$ cat src/rtl/fc_alu_pkg.sv
package fc_alu_pkg;

  localparam int unsigned CCR_W = 8;

  // flag bit positions, decoded by branch logic outside this block
  localparam int unsigned FB_C = 0;
  localparam int unsigned FB_V = 1;
  localparam int unsigned FB_Z = 2;
  localparam int unsigned FB_N = 3;
  localparam int unsigned FB_H = 5;

  localparam logic [CCR_W-1:0] MASK_NZV   = CCR_W'((1 << FB_N) | (1 << FB_Z) | (1 << FB_V));
  localparam logic [CCR_W-1:0] MASK_ARITH = CCR_W'((1 << FB_H) | (1 << FB_N) | (1 << FB_Z)
                                                   | (1 << FB_V) | (1 << FB_C));

  typedef enum logic [4:0] {
    OP_INC_B   = 5'd0,
    OP_DEC_B   = 5'd1,
    OP_ADD_B   = 5'd2,
    OP_ADDC_B  = 5'd3,
    OP_SUB_B   = 5'd4,
    OP_SUBC_B  = 5'd5,
    OP_CMP_B   = 5'd6,
    OP_NEG_B   = 5'd7,
    OP_AND_B   = 5'd8,
    OP_OR_B    = 5'd9,
    OP_XOR_B   = 5'd10,
    OP_NOT_B   = 5'd11,
    OP_ADD_W   = 5'd12,
    OP_SUB_W   = 5'd13,
    OP_CMP_W   = 5'd14,
    OP_INC1_W  = 5'd15,
    OP_INC2_W  = 5'd16,
    OP_DEC1_W  = 5'd17,
    OP_DEC2_W  = 5'd18
  } alu_op_e;

  typedef enum logic [1:0] {
    LG_AND = 2'd0,
    LG_OR  = 2'd1,
    LG_XOR = 2'd2,
    LG_NOT = 2'd3
  } lg_sel_e;

  function automatic logic [CCR_W-1:0] pack_flags(input logic h, input logic n, input logic z,
                                                  input logic v, input logic c);
    logic [CCR_W-1:0] f;
    f       = '0;
    f[FB_H] = h;
    f[FB_N] = n;
    f[FB_Z] = z;
    f[FB_V] = v;
    f[FB_C] = c;
    return f;
  endfunction

endpackage

$ cat src/rtl/fc_addsub.sv
module fc_addsub #(
  parameter int unsigned W = 8
) (
  input  logic [W-1:0] a_i,
  input  logic [W-1:0] b_i,
  input  logic         cin_i,
  input  logic         sub_i,
  output logic [W-1:0] sum_o,
  output logic         carry_o,
  output logic         half_o,
  output logic         ovf_o
);
  // half-carry is taken out of the nibble below the top nibble
  localparam int unsigned HB = W - 4;

  logic [W-1:0] b_eff;
  logic         c_eff;
  logic [W:0]   full;
  logic [HB:0]  low;

  always_comb begin
    b_eff = sub_i ? ~b_i : b_i;
    c_eff = sub_i ? ~cin_i : cin_i;
    full  = {1'b0, a_i} + {1'b0, b_eff} + {{W{1'b0}}, c_eff};
    low   = {1'b0, a_i[HB-1:0]} + {1'b0, b_eff[HB-1:0]} + {{HB{1'b0}}, c_eff};
  end

  assign sum_o   = full[W-1:0];
  assign carry_o = full[W] ^ sub_i;
  assign half_o  = low[HB] ^ sub_i;
  assign ovf_o   = (a_i[W-1] == b_eff[W-1]) && (full[W-1] != a_i[W-1]);

endmodule

$ cat src/rtl/fc_logic.sv
module fc_logic
  import fc_alu_pkg::*;
#(
  parameter int unsigned W = 8
) (
  input  logic [1:0]   sel_i,
  input  logic [W-1:0] a_i,
  input  logic [W-1:0] b_i,
  output logic [W-1:0] y_o
);
  always_comb begin
    unique case (lg_sel_e'(sel_i))
      LG_AND:  y_o = a_i & b_i;
      LG_OR:   y_o = a_i | b_i;
      LG_XOR:  y_o = a_i ^ b_i;
      default: y_o = ~a_i;
    endcase
  end
endmodule

$ cat src/rtl/fc_alu.sv
module fc_alu
  import fc_alu_pkg::*;
#(
  parameter int unsigned BYTE_W = 8,
  parameter int unsigned WORD_W = 16
) (
  input  logic [4:0]        op_i,
  input  logic [WORD_W-1:0] dst_i,
  input  logic [WORD_W-1:0] src_i,
  input  logic [CCR_W-1:0]  ccr_i,
  output logic [WORD_W-1:0] res_o,
  output logic [CCR_W-1:0]  ccr_o,
  output logic              wb_o
);
  localparam int unsigned EXT_W = WORD_W - BYTE_W;

  alu_op_e op;
  assign op = alu_op_e'(op_i);

  // byte adder controls and results
  logic [BYTE_W-1:0] b_a, b_b, b_sum;
  logic              b_cin, b_sub, b_c, b_h, b_v;
  // word adder controls and results
  logic [WORD_W-1:0] w_b, w_sum;
  logic              w_sub, w_c, w_h, w_v;
  // logic unit
  logic [1:0]        lg_sel;
  logic [BYTE_W-1:0] lg_y;
  // composed outputs
  logic [WORD_W-1:0] b_res, l_res, res_d;
  logic [CCR_W-1:0]  flg_new, flg_mask;
  logic              wb_d;
  logic              b_zero, w_zero, l_zero;

  // operand steering for the two adders and the logic unit
  always_comb begin
    b_a    = dst_i[BYTE_W-1:0];
    b_b    = src_i[BYTE_W-1:0];
    b_cin  = 1'b0;
    b_sub  = 1'b0;
    w_b    = src_i;
    w_sub  = 1'b0;
    lg_sel = 2'(LG_AND);
    unique case (op)
      OP_INC_B:  b_b = BYTE_W'(1);
      OP_DEC_B:  begin b_b = BYTE_W'(1); b_sub = 1'b1; end
      OP_ADDC_B: b_cin = ccr_i[FB_C];
      OP_SUB_B,
      OP_CMP_B:  b_sub = 1'b1;
      OP_SUBC_B: begin b_sub = 1'b1; b_cin = ccr_i[FB_C]; end
      OP_NEG_B:  begin b_a = '0; b_b = dst_i[BYTE_W-1:0]; b_sub = 1'b1; end
      OP_OR_B:   lg_sel = 2'(LG_OR);
      OP_XOR_B:  lg_sel = 2'(LG_XOR);
      OP_NOT_B:  lg_sel = 2'(LG_NOT);
      OP_SUB_W,
      OP_CMP_W:  w_sub = 1'b1;
      OP_INC1_W: w_b = WORD_W'(1);
      OP_INC2_W: w_b = WORD_W'(2);
      OP_DEC1_W: begin w_b = WORD_W'(1); w_sub = 1'b1; end
      OP_DEC2_W: begin w_b = WORD_W'(2); w_sub = 1'b1; end
      default: ;
    endcase
  end

  fc_addsub #(.W(BYTE_W)) u_badd (
    .a_i(b_a), .b_i(b_b), .cin_i(b_cin), .sub_i(b_sub),
    .sum_o(b_sum), .carry_o(b_c), .half_o(b_h), .ovf_o(b_v)
  );

  fc_addsub #(.W(WORD_W)) u_wadd (
    .a_i(dst_i), .b_i(w_b), .cin_i(1'b0), .sub_i(w_sub),
    .sum_o(w_sum), .carry_o(w_c), .half_o(w_h), .ovf_o(w_v)
  );

  fc_logic #(.W(BYTE_W)) u_logic (
    .sel_i(lg_sel), .a_i(dst_i[BYTE_W-1:0]), .b_i(src_i[BYTE_W-1:0]), .y_o(lg_y)
  );

  // byte results are zero-extended to the result width
  generate
    if (EXT_W > 0) begin : g_ext
      assign b_res = {{EXT_W{1'b0}}, b_sum};
      assign l_res = {{EXT_W{1'b0}}, lg_y};
    end else begin : g_noext
      assign b_res = b_sum;
      assign l_res = lg_y;
    end
  endgenerate

  assign b_zero = (b_sum == '0);
  assign w_zero = (w_sum == '0);
  assign l_zero = (lg_y == '0);

  // per-op result selection and flag ownership
  always_comb begin
    res_d    = dst_i;
    wb_d     = 1'b0;
    flg_new  = '0;
    flg_mask = '0;
    unique case (op)
      OP_INC_B, OP_DEC_B: begin
        res_d    = b_res;
        wb_d     = 1'b1;
        flg_new  = pack_flags(1'b0, b_sum[BYTE_W-1], b_zero, b_v, 1'b0);
        flg_mask = MASK_NZV;
      end
      OP_ADD_B, OP_SUB_B, OP_NEG_B, OP_CMP_B: begin
        res_d    = b_res;
        wb_d     = (op != OP_CMP_B);
        flg_new  = pack_flags(b_h, b_sum[BYTE_W-1], b_zero, b_v, b_c);
        flg_mask = MASK_ARITH;
      end
      OP_ADDC_B, OP_SUBC_B: begin
        res_d    = b_res;
        wb_d     = 1'b1;
        flg_new  = pack_flags(b_h, b_sum[BYTE_W-1], b_zero & ccr_i[FB_Z], b_v, b_c);
        flg_mask = MASK_ARITH;
      end
      OP_AND_B, OP_OR_B, OP_XOR_B, OP_NOT_B: begin
        res_d    = l_res;
        wb_d     = 1'b1;
        flg_new  = pack_flags(1'b0, lg_y[BYTE_W-1], l_zero, 1'b0, 1'b0);
        flg_mask = MASK_NZV;
      end
      OP_ADD_W, OP_SUB_W, OP_CMP_W: begin
        res_d    = w_sum;
        wb_d     = (op != OP_CMP_W);
        flg_new  = pack_flags(w_h, w_sum[WORD_W-1], w_zero, w_v, w_c);
        flg_mask = MASK_ARITH;
      end
      OP_INC1_W, OP_INC2_W, OP_DEC1_W, OP_DEC2_W: begin
        res_d = w_sum;
        wb_d  = 1'b1;
      end
      default: ;
    endcase
  end

  assign res_o = res_d;
  assign wb_o  = wb_d;
  assign ccr_o = (ccr_i & ~flg_mask) | (flg_new & flg_mask);

endmodule

$ cat config.mk
export PLATFORM = sky130hd
export DESIGN_NAME = fc_alu
export DESIGN_NICKNAME = d
export VERILOG_FILES = /design/src/rtl/fc_alu_pkg.sv /design/src/rtl/fc_addsub.sv /design/src/rtl/fc_logic.sv /design/src/rtl/fc_alu.sv
export SDC_FILE = /design/constraint.sdc
export NUM_CORES = 1
export LEC_CHECK = 0
export BUFFER_PORTS_ARGS = -buffer_cell sky130_fd_sc_hd__clkbuf_2
export CAP_MARGIN = 5
export CORE_MARGIN = 5
export CORE_UTILIZATION = 40
export DETAILED_ROUTE_END_ITERATION = 10
export PLACE_DENSITY = 0.69
export SLEW_MARGIN = 20
export SYNTH_ARGS = -nofsm -noshare
export SYNTH_HDL_FRONTEND = slang
export SYNTH_SLANG_ARGS = --single-unit
$ cat constraint.sdc
create_clock -name vclk -period 6.36
set_input_delay 0.318 -clock vclk [all_inputs]
set_output_delay 0.318 -clock vclk [all_outputs]
set_load 0.1 [all_outputs]
==> results.json <==
{
  "status": "finished, final reports clean",
  "setup.worst_path.end_class": "output port",
  "cp_slowest_cell": "a21oi_1",
  "slew_headroom_pct": 51.7,
  "clock_buffers": 0,
  "ant_nets": 0,
  "track_usage_pct": 22.1,
  "grt_pass1_wl_mm": 16.5,
  "crit_chain": "clkbuf_2 -> nand2_1 -> a21oi_1 -> buf_4 -> nand2_1 -> xnor2_1 -> ha_1 -> a21oi_1 -> nor2_1 -> o21ai_0 -> nand3_1 -> a31oi_1 -> xnor2_1 -> nor3_2 -> nand4b_1 -> o31ai_2 -> clkbuf_2",
  "start_util_pct": 40.7,
  "routabilityCongestion": 0.989,
  "drt-total-wl_mm": 10.2,
  "fin_crit_ns": 5.13,
  "die_w_um": 95.7,
  "drt_pass1_iterations": 5,
  "numSequentialCells": 0,
  "route.met2.wl_mm": 4.98,
  "critPathMaxFanout": 30,
  "syn_area_um2": 2940,
  "finalHoldViolCount": 0,
  "wire_per_inst_um": 17.3,
  "hpwl_mm": 8.11,
  "max_slew.worst_pin.slew_ns": 0.717,
  "diodes": 0,
  "yosysUniqueCellTypes": 68,
  "drive_gt1_share_pct": 17.2,
  "critPathLaunch": "op_i[1]",
  "yosysSeqAreaShare_pct": 0,
  "viasPerCell": 6.11,
  "path_buf_inv": 3,
  "core_um2": 7210,
  "cpPeakStageDelay_ns": 0.62,
  "syn_avg_cell_area_um2": 6.66,
  "antenna_found_initial": 0,
  "synth.most_common_cell": "nand2_1",
  "min_period_over_period_pct": 80.7,
  "report.final.slew_viol_count": 0,
  "io_pins": 70,
  "fin_setup_tns_ns": 0,
  "cts_setup_buffers": 0,
  "grt_pass1_vias": 3435,
  "area_growth_pct": 13.3,
  "fin_util_pct": 46.1,
  "wl_met3_um": 734,
  "start_kind": "primary input",
  "synth_top_area_cell": "ha_1",
  "hold_path_startpoint": "ccr_i[7]",
  "p_leak_nw": 1.52,
  "port_buffers": 64,
  "synth_cells": 441,
  "p_per_area_nw_per_um2": 167,
  "hold_path_class": "primary input to output port",
  "cts-resized-gates": 0,
  "drtIter0Drc": 230,
  "std_cell_rows": 31,
  "cp_top_family": "compound AO/OA/AOI/OAI gates",
  "grt_setup_unrepaired": "false",
  "highest_layer": "met4",
  "seq_area_um2": 0,
  "fmax_mhz": 195,
  "worstSetupPathType": "primary input to output port",
  "drv_cap": 0,
  "die_h_um": 95.7,
  "synth_nets": 529,
  "grt_overflow_total": 0,
  "peakVddDrop_uv": 105,
  "grt_max_degree": 41,
  "route.detailed.drc": 0,
  "vias": 3593,
  "netlist_top_cells_count": "nand2_1 (58), nor2_1 (44), ha_1 (40), a21oi_1 (37), o21ai_0 (36)",
  "finalSetupViolCount": 0,
  "ys_top_cells_by_area": "ha_1 (17%), xnor2_1 (10%), nand2_1 (7.4%)",
  "synth_warnings": 0,
  "cp.arrival_ns": 4.82,
  "synth_top_area_share_pct": 17.0,
  "wl_met1_mm": 4.26,
  "dieArea_um2": 9150,
  "final_nets": 579,
  "ctsHoldBuffers": 0,
  "crit_required_ns": 6.04
}
==> per-layer routing <==
layer  up-vias  global-route usage [%]
met5         -                       0
met4         0                    6.87
met3        21                    1.18
met2       187                    39.8
met1      1668                    27.9
li1       1717                       -
==> per-stage QoR <==
| stage | total power [mW] | instance area (um^2) | cells | setup slack, ns | hold WS, ns |
|---|---|---|---|---|---|
| final | 0.557 | 3330 | 588 | 1.23 | 0.636 |
| after global placement | 0.544 | 3330 | 588 | 1.41 | 0.637 |
| after global routing | 0.598 | 3330 | 588 | 0.828 | 0.636 |
| after CTS | 0.552 | 3330 | 588 | 1.24 | 0.637 |
| after detailed placement | 0.548 | 3330 | 588 | 1.26 | 0.637 |
| after floorplan | 0.443 | 2940 | 441 | 0.682 | 0.848 |
==> layout make-up <==
class / instances / area (um^2)
multi-input combinational: 396 / 2750
timing repair buffer: 71 / 373
fill: 778 / 3890
tap: 99 / 124
inverter: 22 / 82.6
==> worst paths after layout <==
path	end	slack (ns)	cells past startpoint
setup / recovery	ccr_o[2]	1.23	17
hold / removal	ccr_o[7]	0.64	0
==> cell usage in the layout (no fill, tap or decap), types with 3 or more instances in the layout <==
cell,netlist,routed
clkbuf_2,0,64
nand2_1,58,58
nor2_1,44,44
ha_1,40,40
a21oi_1,37,37
o21ai_0,36,36
xnor2_1,34,34
inv_1,22,22
nand2b_1,10,10
o211ai_1,9,9
a22o_1,9,9
a31oi_1,8,8
nor3_1,7,7
a21o_1,7,7
o21bai_1,7,7
buf_4,3,7
nand3_1,6,6
o21a_1,6,6
a221o_1,6,6
xor2_1,5,5
nor4_1,4,4
o31a_1,3,3
or3_1,3,3
and2_1,3,3
a22oi_1,3,3
fa_1,3,3
==> logic make-up (layout without fill, tap and decap cells) <==
logic type	count (synthesis)	in the layout	synth area share [%]
compound gates	159	159	37.6
simple gates	154	154	24.8
buf+inv	45	93	6.48
fa+ha+maj	43	43	19.1
mux	1	1	0.383
xor+xnor	39	39	11.6
==> report_power, final <==
part	total, mW	leakage [nW]	switching (mW)	internal (mW)
clock	0	0	0	0
sequential	0	0	0	0
combinational	0.557	1.52	0.389	0.168
(Power assumes the default switching activity.)
